==> config.mk <==
export PLATFORM = sky130hd
export DESIGN_NAME = bank_state_tracker
export DESIGN_NICKNAME = d
export VERILOG_FILES = /design/src/rtl/bst_pkg.sv /design/src/rtl/bst_cmd_decode.sv /design/src/rtl/bst_bank.sv /design/src/rtl/bst_wl_calc.sv /design/src/rtl/bank_state_tracker.sv
export SDC_FILE = /design/constraint.sdc
export NUM_CORES = 1
export LEC_CHECK = 0
export BUFFER_PORTS_ARGS = -buffer_cell sky130_fd_sc_hd__buf_4
export CORE_MARGIN = 2
export CORE_UTILIZATION = 60
export CTS_CLUSTER_SIZE = 16
export DETAILED_ROUTE_END_ITERATION = 7
export PLACE_DENSITY_LB_ADDON = 0.12
export SLEW_MARGIN = 0
export SYNTH_ARGS = -nofsm -noshare
export SYNTH_HDL_FRONTEND = slang
export SYNTH_SLANG_ARGS = --single-unit
==> constraint.sdc <==
create_clock -name clk -period 5.75 [get_ports clk]
set_clock_uncertainty 0.1 [all_clocks]
set_input_delay 1.15 -clock clk [delete_from_list [all_inputs] [get_ports clk]]
set_output_delay 1.15 -clock clk [all_outputs]
set_load 0.05 [all_outputs]
==> src/rtl/bst_pkg.sv <==
package bst_pkg;

    typedef enum logic [2:0] {
        OP_NONE = 3'd0,
        OP_ACT  = 3'd1,
        OP_RD   = 3'd2,
        OP_WR   = 3'd3,
        OP_PRE  = 3'd4
    } bst_op_e;

    typedef enum logic [1:0] {
        VC_NONE     = 2'd0,
        VC_ACT_OPEN = 2'd1,
        VC_ACT_BUSY = 2'd2,
        VC_RW_IDLE  = 2'd3
    } bst_vcode_e;

    typedef struct packed {
        logic       hit;
        bst_vcode_e code;
    } bst_viol_t;

endpackage

==> src/rtl/bst_cmd_decode.sv <==
module bst_cmd_decode
    import bst_pkg::*;
#(
    parameter int NUM_BANKS = 8,
    localparam int BA_W = $clog2(NUM_BANKS)
) (
    input  logic                 cmd_valid,
    input  logic [2:0]           cmd_op,
    input  logic [BA_W-1:0]      cmd_bank,
    input  logic                 cmd_pre_all,
    input  logic                 cmd_auto_pre,
    input  logic [NUM_BANKS-1:0] cur_open,
    input  logic [NUM_BANKS-1:0] cur_ready,
    output logic [NUM_BANKS-1:0] act_mask,
    output logic [NUM_BANKS-1:0] pre_mask,
    output logic                 pre_long,
    output bst_viol_t            viol
);

    logic [NUM_BANKS-1:0] sel;
    bst_op_e              op;

    always_comb begin
        op       = bst_op_e'(cmd_op);
        sel      = NUM_BANKS'(1) << cmd_bank;
        act_mask = '0;
        pre_mask = '0;
        pre_long = 1'b0;
        viol     = '{hit: 1'b0, code: VC_NONE};
        if (cmd_valid) begin
            unique case (op)
                OP_ACT: begin
                    if (cur_open[cmd_bank]) begin
                        viol = '{hit: 1'b1, code: VC_ACT_OPEN};
                    end else if (!cur_ready[cmd_bank]) begin
                        viol = '{hit: 1'b1, code: VC_ACT_BUSY};
                    end else begin
                        act_mask = sel;
                    end
                end
                OP_RD, OP_WR: begin
                    if (!cur_open[cmd_bank]) begin
                        viol = '{hit: 1'b1, code: VC_RW_IDLE};
                    end else if (cmd_auto_pre) begin
                        pre_mask = sel;
                    end
                end
                OP_PRE: begin
                    if (cmd_pre_all) begin
                        pre_mask = '1;
                        pre_long = 1'b1;
                    end else begin
                        pre_mask = sel;
                    end
                end
                default: ;
            endcase
        end
    end

endmodule

==> src/rtl/bst_bank.sv <==
module bst_bank #(
    parameter int CNT_W = 8
) (
    input  logic             clk,
    input  logic             rst_n,
    input  logic             act_go,
    input  logic             pre_go,
    input  logic             pre_long,
    input  logic [CNT_W-1:0] cfg_trp,
    input  logic [CNT_W-1:0] cfg_trpa,
    output logic             is_open,
    output logic             is_idle,
    output logic             is_ready
);

    typedef struct packed {
        logic             open;
        logic [CNT_W-1:0] cnt;
    } bank_st_t;

    bank_st_t         st_d, st_q;
    logic [CNT_W-1:0] load_val;

    always_comb begin
        load_val = pre_long ? cfg_trpa : cfg_trp;
        // the edge that samples the command counts as the first recovery cycle
        if (load_val != '0) begin
            load_val = load_val - 1'b1;
        end
        st_d = st_q;
        if (act_go) begin
            st_d.open = 1'b1;
        end else if (pre_go) begin
            st_d.open = 1'b0;
            st_d.cnt  = load_val;
        end else if (st_q.cnt != '0) begin
            st_d.cnt = st_q.cnt - 1'b1;
        end
    end

    always_ff @(posedge clk) begin
        if (!rst_n) begin
            st_q <= '{open: 1'b0, cnt: '0};
        end else begin
            st_q <= st_d;
        end
    end

    assign is_open  = st_q.open;
    assign is_idle  = !st_q.open;
    assign is_ready = !st_q.open && (st_q.cnt == '0);

endmodule

==> src/rtl/bst_wl_calc.sv <==
module bst_wl_calc #(
    parameter int LAT_W = 4
) (
    input  logic [LAT_W-1:0] cl,
    input  logic [LAT_W-1:0] al,
    output logic [LAT_W:0]   wl
);

    logic [LAT_W:0] sum;

    always_comb begin
        sum = {1'b0, cl} + {1'b0, al};
        wl  = (sum == '0) ? '0 : sum - 1'b1;
    end

endmodule

==> src/rtl/bank_state_tracker.sv <==
module bank_state_tracker
    import bst_pkg::*;
#(
    parameter int NUM_BANKS = 8,
    parameter int CNT_W     = 8,
    parameter int LAT_W     = 4,
    localparam int BA_W     = $clog2(NUM_BANKS)
) (
    input  logic                 clk,
    input  logic                 rst_n,
    input  logic                 cmd_valid,
    input  logic [2:0]           cmd_op,
    input  logic [BA_W-1:0]      cmd_bank,
    input  logic                 cmd_pre_all,
    input  logic                 cmd_auto_pre,
    input  logic [CNT_W-1:0]     cfg_trp,
    input  logic [CNT_W-1:0]     cfg_trpa,
    input  logic [LAT_W-1:0]     cfg_cl,
    input  logic [LAT_W-1:0]     cfg_al,
    output logic [NUM_BANKS-1:0] bank_open,
    output logic [NUM_BANKS-1:0] bank_idle,
    output logic [NUM_BANKS-1:0] bank_ready,
    output logic                 viol_pulse,
    output logic [1:0]           viol_code,
    output logic [LAT_W:0]       wr_latency
);

    logic [NUM_BANKS-1:0] act_mask;
    logic [NUM_BANKS-1:0] pre_mask;
    logic                 pre_long;
    bst_viol_t            viol_now;
    bst_viol_t            viol_d, viol_q;

    bst_cmd_decode #(.NUM_BANKS(NUM_BANKS)) u_dec (
        .cmd_valid    (cmd_valid),
        .cmd_op       (cmd_op),
        .cmd_bank     (cmd_bank),
        .cmd_pre_all  (cmd_pre_all),
        .cmd_auto_pre (cmd_auto_pre),
        .cur_open     (bank_open),
        .cur_ready    (bank_ready),
        .act_mask     (act_mask),
        .pre_mask     (pre_mask),
        .pre_long     (pre_long),
        .viol         (viol_now)
    );

    for (genvar b = 0; b < NUM_BANKS; b++) begin : g_bank
        bst_bank #(.CNT_W(CNT_W)) u_bank (
            .clk      (clk),
            .rst_n    (rst_n),
            .act_go   (act_mask[b]),
            .pre_go   (pre_mask[b]),
            .pre_long (pre_long),
            .cfg_trp  (cfg_trp),
            .cfg_trpa (cfg_trpa),
            .is_open  (bank_open[b]),
            .is_idle  (bank_idle[b]),
            .is_ready (bank_ready[b])
        );
    end

    always_comb begin
        viol_d = viol_now;
    end

    always_ff @(posedge clk) begin
        if (!rst_n) begin
            viol_q <= '{hit: 1'b0, code: VC_NONE};
        end else begin
            viol_q <= viol_d;
        end
    end

    assign viol_pulse = viol_q.hit;
    assign viol_code  = viol_q.code;

    bst_wl_calc #(.LAT_W(LAT_W)) u_wl (
        .cl (cfg_cl),
        .al (cfg_al),
        .wl (wr_latency)
    );

endmodule

==> results of run 1 <==
-- flip-flops by register name (all words and copies together), names as in the netlist --
register,count
g_bank.u_bank.st_q,64
viol_pulse,1
g_bank.u_bank.is_open,8
viol_code,2
-- path summary, 6_finish.rpt --
kind                                                  to  slack, ns
worst max register to register  g_bank[1].u_bank.is_open       3.01
worst max-delay path                       wr_latency[3]       1.49
worst min register to register  g_bank[4].u_bank.is_open       0.46
worst min-delay path            g_bank[4].u_bank.is_open       0.46
-- Yosys cell counts, types with 21 or more instances --
cell type	instances
sky130_fd_sc_hd__nor3_1	25
sky130_fd_sc_hd__buf_4	24
sky130_fd_sc_hd__o21ai_0	29
sky130_fd_sc_hd__nor2_1	37
sky130_fd_sc_hd__xnor2_1	25
sky130_fd_sc_hd__nand2_1	73
sky130_fd_sc_hd__clkbuf_1	21
sky130_fd_sc_hd__dfxtp_1	75
sky130_fd_sc_hd__ha_1	23
sky130_fd_sc_hd__nand3_1	32
sky130_fd_sc_hd__inv_1	40
sky130_fd_sc_hd__xor2_1	25
-- per-layer routing --
metal,GRT usage,wire length [um],vias up
li1,-,-,2391
met1,0.370,5760,2304
met2,0.456,6280,177
met3,0.0494,907,31
met4,0.105,346,0
met5,0,0,-
-- cell type report --
type / count / area [um2] / share of cell area
clock buffer: 9 / 124 / 0.0212
clock inverter: 6 / 66.3 / 0.0114
inverter: 40 / 150 / 0.0257
multi-input combinational: 497 / 3350 / 0.574
sequential: 75 / 1500 / 0.257
tap: 108 / 135 / 0.0232
timing repair buffer: 68 / 510 / 0.0875
-- report_power, final --
group | total (mW) | switching (mW) | internal, mW
Sequential | 0.892 | 0.174 | 0.718
Clock | 0.409 | 0.210 | 0.199
Combinational | 1.79 | 1.01 | 0.774
Total | 3.09 | 1.40 | 1.69
-- kinds of logic after synthesis --
logic type / count (synthesis)
AOI/OAI and AO/OA: 132
xor gates and xnor gates: 50
adders and majority gates: 24
buffers and inverters: 90
DFF: 75
muxes: 21
and+or+nand+nor: 270
-- worst max-delay path: stages --
cell,delay [ns]
sky130_fd_sc_hd__buf_4,0.08
sky130_fd_sc_hd__ha_1,0.16
sky130_fd_sc_hd__inv_1,0.07
sky130_fd_sc_hd__fa_1,0.51
sky130_fd_sc_hd__ha_1,0.17
sky130_fd_sc_hd__nand2_1,0.09
sky130_fd_sc_hd__nor4_1,0.47
sky130_fd_sc_hd__nor2_1,0.11
sky130_fd_sc_hd__buf_4,0.21
-- stage by stage --
| stage | power (mW) | instances | instance area (um2) | setup slack [ns] |
|---|---|---|---|---|
| 2_1_floorplan | 2.37 | 662 | 5290 | 1.39 |
| 4_1_cts | 3.08 | 803 | 5830 | 1.50 |
| 3_5_place_dp | 2.67 | 788 | 5640 | 1.50 |
| 6_report | 3.09 | 803 | 5830 | 1.49 |
| 5_1_grt | 3.36 | 803 | 5830 | 1.30 |
| 3_3_place_gp | 2.61 | 788 | 5640 | 1.61 |
-- cells in the final DEF, fill, tap and decap left out, types with 15 or more instances in the layout --
| master | instances |
|---|---|
| sky130_fd_sc_hd__dfxtp_1 | 75 |
| sky130_fd_sc_hd__nand2_1 | 73 |
| sky130_fd_sc_hd__buf_4 | 68 |
| sky130_fd_sc_hd__inv_1 | 40 |
| sky130_fd_sc_hd__nor2_1 | 37 |
| sky130_fd_sc_hd__nand3_1 | 32 |
| sky130_fd_sc_hd__o21ai_0 | 29 |
| sky130_fd_sc_hd__nor3_1 | 25 |
| sky130_fd_sc_hd__xor2_1 | 25 |
| sky130_fd_sc_hd__xnor2_1 | 25 |
| sky130_fd_sc_hd__ha_1 | 23 |
| sky130_fd_sc_hd__o211a_1 | 19 |
| sky130_fd_sc_hd__a21oi_1 | 19 |
| sky130_fd_sc_hd__mux2i_1 | 16 |
| sky130_fd_sc_hd__nor2b_1 | 15 |
| sky130_fd_sc_hd__nor4_1 | 15 |
==> impl_metrics.prom, run 1 <==
# TYPE chip_impl_metric gauge
chip_impl_metric{name="grt_pass1_vias",unit=""} 4532
chip_impl_metric{name="drcViolationCount",unit=""} 0
chip_impl_metric{name="synth_enable_flop_cells",unit=""} 0
chip_impl_info{name="synthFlopType",value="sky130_fd_sc_hd__dfxtp_1"} 1
chip_impl_metric{name="clock_path_buffers",unit=""} 2
chip_impl_metric{name="cts.reportedPaths.clkPinSlew",unit="ns"} 0.07
chip_impl_metric{name="post_route_cells_drive_above_1_share",unit=""} 0.153
chip_impl_info{name="hold_path_class",value="flip-flop to flip-flop"} 1
chip_impl_metric{name="final.fill_count",unit=""} 737
chip_impl_metric{name="antenna_violations_before_repair",unit=""} 0
chip_impl_metric{name="timing_max_transition_violations_final",unit=""} 0
chip_impl_metric{name="maxCapViolations",unit=""} 0
chip_impl_metric{name="numPortBuffers",unit=""} 66
chip_impl_metric{name="row_count",unit=""} 34
chip_impl_metric{name="synthMuxAreaShare",unit=""} 0.0409
chip_impl_metric{name="post_cts_resize_count",unit=""} 0
chip_impl_metric{name="timing.final.crit_share",unit=""} 0.740
chip_impl_metric{name="worstPathMaxFanout",unit=""} 4
chip_impl_metric{name="syn_inst",unit=""} 662
chip_impl_info{name="setup.worst_path.start",value="cfg_cl[0]"} 1
chip_impl_info{name="result_of_the_run",value="complete, no violations"} 1
chip_impl_metric{name="max_freq",unit="MHz"} 235
chip_impl_metric{name="gp_congestion",unit=""} 0.942
chip_impl_metric{name="dieHeight",unit="um"} 97.9
chip_impl_metric{name="postSynth.asyncResetShare",unit=""} 0
chip_impl_metric{name="post_cts_hold_buffer_count",unit=""} 0
chip_impl_metric{name="clkLatencyLatePin",unit="ns"} 0.35
chip_impl_metric{name="final.hold.worst_slack",unit="ns"} 0.458
chip_impl_metric{name="route.final.wire_length",unit="um"} 13300
chip_impl_metric{name="synth_xor_xnor_area_share",unit=""} 0.0828
chip_impl_metric{name="grt_overflow_total",unit=""} 0
chip_impl_metric{name="avgRoutedWirePerCell",unit="um"} 16.6
chip_impl_metric{name="timing_worst_slew_pin_value",unit="ns"} 1.16
chip_impl_metric{name="placeableCoreArea",unit="um2"} 8640
chip_impl_metric{name="detailed_place_hpwl",unit="um"} 9430
chip_impl_info{name="criticalPathCategory",value="primary input to primary output"} 1
chip_impl_metric{name="htreeDepth",unit=""} 3
chip_impl_info{name="r2r-start",value="g_bank[5].u_bank.is_open"} 1
chip_impl_metric{name="ys_seq_area_frac",unit=""} 0.284
chip_impl_metric{name="power-per-cell-area",unit="nW/um2"} 529
chip_impl_metric{name="fin_setup_tns",unit="ns"} 0
chip_impl_info{name="tritoncts",value="done"} 1
chip_impl_metric{name="grt_pass1_wl",unit="um"} 21900
chip_impl_metric{name="nNetsFinal",unit=""} 750
chip_impl_metric{name="post_synth_and_or_nand_nor_area_fraction",unit=""} 0.268
chip_impl_metric{name="cp.arrival",unit="ns"} 3.01
chip_impl_metric{name="cellLeakagePower",unit="nW"} 2.71
chip_impl_metric{name="synth-compound-area-share",unit=""} 0.183
chip_impl_metric{name="initial_core_util",unit=""} 0.612
chip_impl_metric{name="pin_count",unit=""} 67
chip_impl_info{name="netlist.top_cell.by_area",value="sky130_fd_sc_hd__dfxtp_1"} 1
chip_impl_metric{name="yosys_register_bits",unit=""} 75
chip_impl_metric{name="avgViaCountPerCell",unit=""} 6.11
chip_impl_metric{name="grt_util_all_layers",unit=""} 0.279
chip_impl_metric{name="final_period_minus_worst_setup_slack",unit="ns"} 4.26
chip_impl_metric{name="synthAdderAreaFrac",unit=""} 0.0582
chip_impl_metric{name="detail_route.first_pass.iterations",unit=""} 6
chip_impl_metric{name="route.vias.total",unit=""} 4903
chip_impl_metric{name="timing.hold.worst_path_depth",unit=""} 2
chip_impl_metric{name="syn-cell-area",unit="um2"} 5290
chip_impl_info{name="min-delay-start",value="g_bank[4].u_bank.is_open"} 1
chip_impl_metric{name="final_hold_violation_count",unit=""} 0
chip_impl_metric{name="postSynthAreaPerCell",unit="um2"} 7.99
chip_impl_info{name="worstSetupEndpointType",value="primary output"} 1
chip_impl_metric{name="maximum_number_of_pins_on_one_net_before_global_route_repair",unit=""} 77
chip_impl_metric{name="areaGrowthSynthToFinish",unit="%"} 10.3
chip_impl_metric{name="fp.dieArea",unit="um2"} 9580
chip_impl_metric{name="diodes",unit=""} 0
chip_impl_info{name="setup_repair_after_global_routing_missed_its_margin",value="no"} 1
chip_impl_metric{name="report.final.setup_viol",unit=""} 0
chip_impl_metric{name="number_of_buffers_inserted_during_clock_tree_synthesis",unit=""} 9
chip_impl_info{name="start_kind",value="primary input"} 1
chip_impl_metric{name="synthesis.yosys.warnings",unit=""} 0
chip_impl_metric{name="detailedRoute.firstIterationViolations",unit=""} 279
chip_impl_info{name="main_combinational_cell_family_by_area_after_synthesis",value="simple AND/OR/NAND/NOR gates"} 1
chip_impl_metric{name="ys_types",unit=""} 65
chip_impl_metric{name="cts_post_setup_buffers_inserted",unit=""} 0
chip_impl_metric{name="die_w",unit="um"} 97.9
chip_impl_metric{name="post-route-util",unit=""} 0.675
chip_impl_metric{name="reg2reg_depth",unit=""} 6
chip_impl_metric{name="ant_nets",unit=""} 0
chip_impl_metric{name="clkSinkCount",unit=""} 75
chip_impl_info{name="synthTopCellsByArea",value="sky130_fd_sc_hd__dfxtp_1, sky130_fd_sc_hd__ha_1, sky130_fd_sc_hd__nand2_1, sky130_fd_sc_hd__xnor2_1, sky130_fd_sc_hd__xor2_1"} 1
chip_impl_metric{name="timing.slew.headroom",unit=""} 0.224
chip_impl_metric{name="mappedNetlistNets",unit=""} 721
chip_impl_metric{name="irDropWorstVdd",unit="mV"} 0.381
chip_impl_metric{name="synth.top_cell.area_share",unit=""} 0.284
chip_impl_info{name="root_buffer",value="sky130_fd_sc_hd__clkbuf_8"} 1
chip_impl_metric{name="worst_ep_required_time",unit="ns"} 4.50
No activity file was read; power rests on OpenSTA's default activity.
==> run 2, diff against run 1 <==
- CORE_UTILIZATION: 60 -> 53
- clock period: 5.75 -> 3.6 ns (I/O delays scaled with it)
==> run 2 against run 1 <==
Power increased by 64%. Global-route usage down 2.7 points. Worst hold slack about the same. Via count fell by 0.78%. Utilization decreased by 6.3 points. Critical path depth fell by 5. Count of clock-buffer cells in the layout did not move. Sequential power increased by 60%. Final area rose by 2.1%. Clock power grew 88%.
==> impl_metrics.prom, run 2 (synthesis results as in run 1) <==
# TYPE chip_impl_metric gauge
chip_impl_metric{name="clkLatencyLatePin",unit="ns"} 0.36
chip_impl_metric{name="final.fill_count",unit=""} 930
chip_impl_metric{name="route.vias.total",unit=""} 4865
chip_impl_info{name="registers.top_by_ff_count",value="g_bank.u_bank.st_q"} 1
chip_impl_metric{name="gp_congestion",unit=""} 0.869
chip_impl_info{name="root_buffer",value="sky130_fd_sc_hd__clkbuf_8"} 1
chip_impl_metric{name="power-per-cell-area",unit="nW/um2"} 850
chip_impl_metric{name="route.final.wire_length",unit="um"} 13600
chip_impl_metric{name="timing.final.ws_setup",unit="ns"} 0.277
chip_impl_metric{name="cellLeakagePower",unit="nW"} 2.76
chip_impl_metric{name="timing.hold.worst_path_depth",unit=""} 2
chip_impl_metric{name="worstPathMaxFanout",unit=""} 8
chip_impl_metric{name="clock_path_buffers",unit=""} 2
chip_impl_metric{name="grt_util_all_layers",unit=""} 0.252
chip_impl_metric{name="maxCapViolations",unit=""} 0
chip_impl_metric{name="final-seq-area",unit="um2"} 1500
chip_impl_metric{name="grt_overflow_total",unit=""} 0
chip_impl_metric{name="multiInputGateArea",unit="um2"} 3350
chip_impl_metric{name="fp.dieArea",unit="um2"} 10800
chip_impl_metric{name="placeableCoreArea",unit="um2"} 9730
chip_impl_info{name="worstSetupEndpointType",value="primary output"} 1
chip_impl_metric{name="grt_pass1_vias",unit=""} 4696
chip_impl_metric{name="grt_pass1_wl",unit="um"} 22400
chip_impl_metric{name="timing.slew.headroom",unit=""} 0.350
chip_impl_metric{name="detailed_place_hpwl",unit="um"} 9740
chip_impl_info{name="crit_chain",value="or4_1, or4b_2, nor2_1, buf_4"} 1
chip_impl_metric{name="pin_count",unit=""} 67
chip_impl_metric{name="regToRegSetupSlack",unit="ns"} 0.94
chip_impl_metric{name="reg2reg_depth",unit=""} 6
chip_impl_info{name="result_of_the_run",value="complete, no violations"} 1
chip_impl_info{name="min-delay-start",value="g_bank[4].u_bank.is_open"} 1
chip_impl_metric{name="drcViolationCount",unit=""} 0
chip_impl_info{name="worst_r2r_end",value="viol_pulse"} 1
chip_impl_metric{name="worst_ep_required_time",unit="ns"} 2.78
chip_impl_metric{name="report.final.setup_viol",unit=""} 0
chip_impl_metric{name="nNetsFinal",unit=""} 756
chip_impl_metric{name="post_cts_hold_buffer_count",unit=""} 0
chip_impl_metric{name="initial_core_util",unit=""} 0.543
chip_impl_metric{name="avgRoutedWirePerCell",unit="um"} 16.3
chip_impl_info{name="tritoncts",value="done"} 1
chip_impl_metric{name="cts.reportedPaths.clkPinSlew",unit="ns"} 0.09
chip_impl_metric{name="final_hold_violation_count",unit=""} 0
chip_impl_info{name="criticalPathCategory",value="flip-flop to primary output"} 1
chip_impl_metric{name="irDropWorstVdd",unit="mV"} 0.542
chip_impl_metric{name="timing_worst_slew_pin_value",unit="ns"} 0.965
chip_impl_info{name="hold_path_class",value="flip-flop to flip-flop"} 1
chip_impl_metric{name="timing.critical_path.slowest_cell_delay",unit="ns"} 0.82
chip_impl_metric{name="post_cts_resize_count",unit=""} 0
chip_impl_metric{name="numPortBuffers",unit=""} 66
chip_impl_info{name="mostFrequentLayoutCell",value="sky130_fd_sc_hd__dfxtp_1"} 1
chip_impl_metric{name="ant_nets",unit=""} 0
chip_impl_info{name="holdPathEnd",value="g_bank[4].u_bank.is_open"} 1
chip_impl_metric{name="dieHeight",unit="um"} 104
chip_impl_metric{name="maximum_number_of_pins_on_one_net_before_global_route_repair",unit=""} 45
chip_impl_metric{name="final_period_minus_worst_setup_slack",unit="ns"} 3.32
chip_impl_metric{name="detail_route.first_pass.iterations",unit=""} 4
chip_impl_metric{name="cp.arrival",unit="ns"} 2.50
chip_impl_metric{name="diodes",unit=""} 0
chip_impl_metric{name="row_count",unit=""} 36
chip_impl_metric{name="antenna_violations_before_repair",unit=""} 0
chip_impl_info{name="mostFrequentLayoutCells",value="sky130_fd_sc_hd__dfxtp_1, sky130_fd_sc_hd__buf_4, sky130_fd_sc_hd__nand2_1"} 1
chip_impl_metric{name="largest_register_ff_count",unit=""} 64
chip_impl_metric{name="timing_max_transition_violations_final",unit=""} 0
chip_impl_metric{name="fin_setup_tns",unit="ns"} 0
chip_impl_metric{name="max_freq",unit="MHz"} 301
chip_impl_metric{name="die_w",unit="um"} 104
chip_impl_metric{name="areaGrowthSynthToFinish",unit="%"} 12.6
chip_impl_info{name="cpMaxStageDelayCell",value="sky130_fd_sc_hd__or4b_2"} 1
chip_impl_info{name="r2r-start",value="g_bank[0].u_bank.st_q[2]"} 1
chip_impl_metric{name="avgViaCountPerCell",unit=""} 5.83
chip_impl_metric{name="post_route_cells_drive_above_1_share",unit=""} 0.162
chip_impl_metric{name="detailedRoute.firstIterationViolations",unit=""} 223
chip_impl_metric{name="cts_post_setup_buffers_inserted",unit=""} 0
chip_impl_info{name="setup_repair_after_global_routing_missed_its_margin",value="no"} 1
chip_impl_metric{name="timing.final.crit_share",unit=""} 0.923
chip_impl_info{name="start_kind",value="flip-flop"} 1
chip_impl_metric{name="clkSinkCount",unit=""} 75
chip_impl_metric{name="design_power_total",unit="mW"} 5.06
chip_impl_metric{name="htreeDepth",unit=""} 3
chip_impl_metric{name="number_of_buffers_inserted_during_clock_tree_synthesis",unit=""} 9
chip_impl_metric{name="place_ws",unit="ns"} 0.206
[run 2: changes by cell type in the layout (fill, tap and decap cells not counted)]
cell | before | now
sky130_fd_sc_hd__nor4_1 | 15 | 14
sky130_fd_sc_hd__clkinvlp_4 | 3 | 1
sky130_fd_sc_hd__buf_4 | 68 | 74
sky130_fd_sc_hd__inv_8 | 0 | 1
sky130_fd_sc_hd__nor4_2 | 0 | 1
sky130_fd_sc_hd__inv_6 | 1 | 3
sky130_fd_sc_hd__clkinv_2 | 1 | 0
sky130_fd_sc_hd__bufinv_16 | 1 | 2
[run 2: critical path: cells and delay by family (launching register included)]
kind	cells	cell delay, ns
and+or+nand+nor	3	1.57
buffers and inverters	1	0.22
DFF	1	0.35
[run 2: worst max path at each step]
stage	slack [ns]	startpoint	to
floorplan	0.1	cfg_cl[0]	wr_latency[2]
global placement	0.29	cmd_op[1]	g_bank[3].u_bank.st_q[6]
detailed placement	0.21	cmd_op[1]	g_bank[0].u_bank.st_q[6]
CTS	0.24	cfg_cl[0]	wr_latency[3]
global route	0.17	g_bank[4].u_bank.st_q[2]	bank_ready[4]
finish	0.28	g_bank[4].u_bank.st_q[2]	bank_ready[4]
[run 2: stage by stage]
| step | std cells | util | instance area [um2] | hold WS (ns) |
|---|---|---|---|---|
| floorplan | 662 | - | 5290 | 0.382 |
| global placement | 819 | 0.588 | 5720 | 0.442 |
| detailed placement | 819 | 0.588 | 5720 | 0.454 |
| CTS | 835 | 0.611 | 5950 | 0.464 |
| global route | 835 | 0.612 | 5950 | 0.483 |
| finish | 835 | 0.612 | 5950 | 0.459 |
[run 2: report_power, final]
part	internal, mW	total (mW)	switching [mW]
combinational	1.24	2.86	1.62
sequential	1.15	1.43	0.285
clock	0.403	0.769	0.366
[run 2: layout make-up]
cell class | instances | share of cell area
Tap cell | 133 | 0.0279
Clock buffer | 9 | 0.0208
Sequential cell | 75 | 0.252
Timing Repair Buffer | 74 | 0.0933
Clock inverter | 7 | 0.0177
Inverter | 40 | 0.0252
Multi-Input combinational cell | 497 | 0.563
[run 2: per-layer routing]
layer  up-vias  part of all wire  global-route usage
li1       2407                 -                   -
met1      2322              0.44               0.313
met2       112              0.50               0.450
met3        24             0.045              0.0307
met4         0             0.022              0.0878
met5         -                 0                   0
==> run 3, diff against run 2 <==
- PLACE_DENSITY_LB_ADDON: 0.12 -> 0.1
==> run 3 against run 2 <==
Register-to-register slack lost 0.02 ns. Fmax is 0.72% lower. Power fell by 1.7%. Combinational power barely moved. Global-route usage rose by 0.55 points. Utilization decreased by 0.24 points. Cell count rose by 0.12%. Critical path depth increased by 5. Via count grew 0.70%. Non-clock buffer count grew 1. Wire length grew 0.16%.
==> impl_metrics.prom, run 3 (synthesis results as in run 1) <==
# TYPE chip_impl_metric gauge
chip_impl_info{name="result_of_the_run",value="complete, no violations"} 1
chip_impl_metric{name="nNetsFinal",unit=""} 757
chip_impl_info{name="registers.top_by_ff_count",value="g_bank.u_bank.st_q"} 1
chip_impl_metric{name="antenna_violations_before_repair",unit=""} 0
chip_impl_metric{name="timing_max_transition_violations_final",unit=""} 0
chip_impl_metric{name="timing.final.crit_share",unit=""} 0.930
chip_impl_metric{name="place_ws",unit="ns"} 0.191
chip_impl_metric{name="cts_post_setup_buffers_inserted",unit=""} 0
chip_impl_metric{name="numPortBuffers",unit=""} 66
chip_impl_info{name="mostFrequentLayoutCells",value="sky130_fd_sc_hd__dfxtp_1, sky130_fd_sc_hd__buf_4, sky130_fd_sc_hd__nand2_1"} 1
chip_impl_metric{name="drcViolationCount",unit=""} 0
chip_impl_metric{name="final_period_minus_worst_setup_slack",unit="ns"} 3.35
chip_impl_metric{name="cts.reportedPaths.clkPinSlew",unit="ns"} 0.08
chip_impl_metric{name="timing.slew.headroom",unit=""} 0.390
chip_impl_metric{name="max_freq",unit="MHz"} 299
chip_impl_metric{name="power-per-cell-area",unit="nW/um2"} 839
chip_impl_metric{name="maxCapViolations",unit=""} 0
chip_impl_metric{name="clkLatencyLatePin",unit="ns"} 0.36
chip_impl_metric{name="row_count",unit=""} 36
chip_impl_metric{name="reg2reg_depth",unit=""} 6
chip_impl_metric{name="clkSinkCount",unit=""} 75
chip_impl_metric{name="detailedRoute.firstIterationViolations",unit=""} 302
chip_impl_metric{name="irDropWorstVdd",unit="mV"} 0.535
chip_impl_info{name="worst_r2r_end",value="viol_pulse"} 1
chip_impl_metric{name="fin_cells",unit=""} 836
chip_impl_info{name="setup_repair_after_global_routing_missed_its_margin",value="no"} 1
chip_impl_metric{name="avgRoutedWirePerCell",unit="um"} 16.3
chip_impl_metric{name="cellLeakagePower",unit="nW"} 2.76
chip_impl_metric{name="post_route_cells_drive_above_1_share",unit=""} 0.161
chip_impl_metric{name="stdcell_area",unit="um2"} 5930
chip_impl_info{name="r2r-start",value="g_bank[0].u_bank.st_q[2]"} 1
chip_impl_metric{name="detail_route.first_pass.iterations",unit=""} 4
chip_impl_info{name="endpoint",value="wr_latency[3]"} 1
chip_impl_metric{name="final.fill_count",unit=""} 958
chip_impl_metric{name="dieHeight",unit="um"} 104
chip_impl_info{name="tritoncts",value="done"} 1
chip_impl_info{name="root_buffer",value="sky130_fd_sc_hd__clkbuf_8"} 1
chip_impl_metric{name="worstPathMaxFanout",unit=""} 4
chip_impl_metric{name="diodes",unit=""} 0
chip_impl_metric{name="ant_nets",unit=""} 0
chip_impl_metric{name="final.hold.worst_slack",unit="ns"} 0.470
chip_impl_metric{name="fin_setup_tns",unit="ns"} 0
chip_impl_metric{name="pin_count",unit=""} 67
chip_impl_metric{name="clock_path_buffers",unit=""} 2
chip_impl_metric{name="post_cts_hold_buffer_count",unit=""} 0
chip_impl_metric{name="grt_pass1_wl",unit="um"} 22600
chip_impl_metric{name="report.final.setup_viol",unit=""} 0
chip_impl_info{name="hold_path_class",value="flip-flop to flip-flop"} 1
chip_impl_metric{name="place.detailed.instances",unit=""} 820
chip_impl_info{name="criticalPathCategory",value="primary input to primary output"} 1
chip_impl_metric{name="timing_worst_slew_pin_value",unit="ns"} 0.905
chip_impl_metric{name="gp_congestion",unit=""} 0.840
chip_impl_info{name="start_kind",value="primary input"} 1
chip_impl_metric{name="route.final.wire_length",unit="um"} 13600
chip_impl_metric{name="areaGrowthSynthToFinish",unit="%"} 12.2
chip_impl_metric{name="route.vias.total",unit=""} 4899
chip_impl_info{name="setup.worst_path.start",value="cfg_cl[0]"} 1
chip_impl_metric{name="fp.dieArea",unit="um2"} 10800
chip_impl_metric{name="placeableCoreArea",unit="um2"} 9730
chip_impl_metric{name="grt_overflow_total",unit=""} 0
chip_impl_info{name="worstSetupEndpointType",value="primary output"} 1
chip_impl_metric{name="design_power_total",unit="mW"} 4.97
chip_impl_metric{name="regToRegSetupSlack",unit="ns"} 0.92
chip_impl_metric{name="final_hold_violation_count",unit=""} 0
chip_impl_metric{name="detailed_place.area",unit="um2"} 5730
chip_impl_metric{name="maximum_number_of_pins_on_one_net_before_global_route_repair",unit=""} 45
chip_impl_metric{name="post-route-util",unit=""} 0.610
chip_impl_metric{name="detailed_place_hpwl",unit="um"} 9750
chip_impl_metric{name="number_of_buffers_inserted_during_clock_tree_synthesis",unit=""} 9
chip_impl_metric{name="timing.final.ws_setup",unit="ns"} 0.253
chip_impl_metric{name="avgViaCountPerCell",unit=""} 5.86
chip_impl_metric{name="post_cts_resize_count",unit=""} 0
chip_impl_metric{name="cp.arrival",unit="ns"} 2.53
chip_impl_metric{name="grt_util_all_layers",unit=""} 0.258
chip_impl_metric{name="initial_core_util",unit=""} 0.543
chip_impl_metric{name="grt_pass1_vias",unit=""} 4569
chip_impl_metric{name="htreeDepth",unit=""} 3
chip_impl_metric{name="largest_register_ff_count",unit=""} 64
chip_impl_metric{name="die_w",unit="um"} 104
chip_impl_metric{name="worst_ep_required_time",unit="ns"} 2.78
-- run 3: final cells by class --
type	count	area (um2)	area share
multi-input combinational	497	3350	0.564
sequential	75	1500	0.253
timing repair buffer	75	563	0.0949
tap	133	166	0.0281
clock buffer	12	155	0.0262
inverter	40	150	0.0253
clock inverter	4	48.8	0.00823
-- run 3: worst min-delay path by stage --
stage / startpoint / to / slack [ns] / depth (start not counted)
final: g_bank[4].u_bank.is_open / g_bank[4].u_bank.is_open / 0.47 / 2
after global routing: g_bank[3].u_bank.is_open / g_bank[3].u_bank.is_open / 0.50 / 2
after CTS: g_bank[3].u_bank.is_open / g_bank[3].u_bank.is_open / 0.47 / 2
after detailed placement: g_bank[3].u_bank.is_open / g_bank[3].u_bank.is_open / 0.46 / 2
after global placement: g_bank[4].u_bank.is_open / g_bank[4].u_bank.is_open / 0.44 / 2
after floorplan: g_bank[4].u_bank.is_open / g_bank[4].u_bank.is_open / 0.38 / 2
-- run 3: routing by layer --
| layer | global-route usage | part of all wire |
|---|---|---|
| met1 | 0.330 | 0.44 |
| met2 | 0.445 | 0.49 |
| met3 | 0.0414 | 0.048 |
| met5 | 0 | 0 |
| met4 | 0.0792 | 0.017 |
-- run 3: power by group --
group,switching (mW),internal (mW),total (mW)
clock,0.332,0.358,0.690
combinational,1.61,1.24,2.86
sequential,0.281,1.15,1.43
total,2.23,2.75,4.97
-- run 3: critical path, cell delays in order --
cell and delay [ns]:
sky130_fd_sc_hd__buf_4 0.08, sky130_fd_sc_hd__ha_1 0.16, sky130_fd_sc_hd__inv_1 0.06, sky130_fd_sc_hd__fa_1 0.51
sky130_fd_sc_hd__ha_1 0.16, sky130_fd_sc_hd__nand2_1 0.08, sky130_fd_sc_hd__nor4_1 0.44, sky130_fd_sc_hd__nor2_1 0.11
sky130_fd_sc_hd__buf_4 0.21
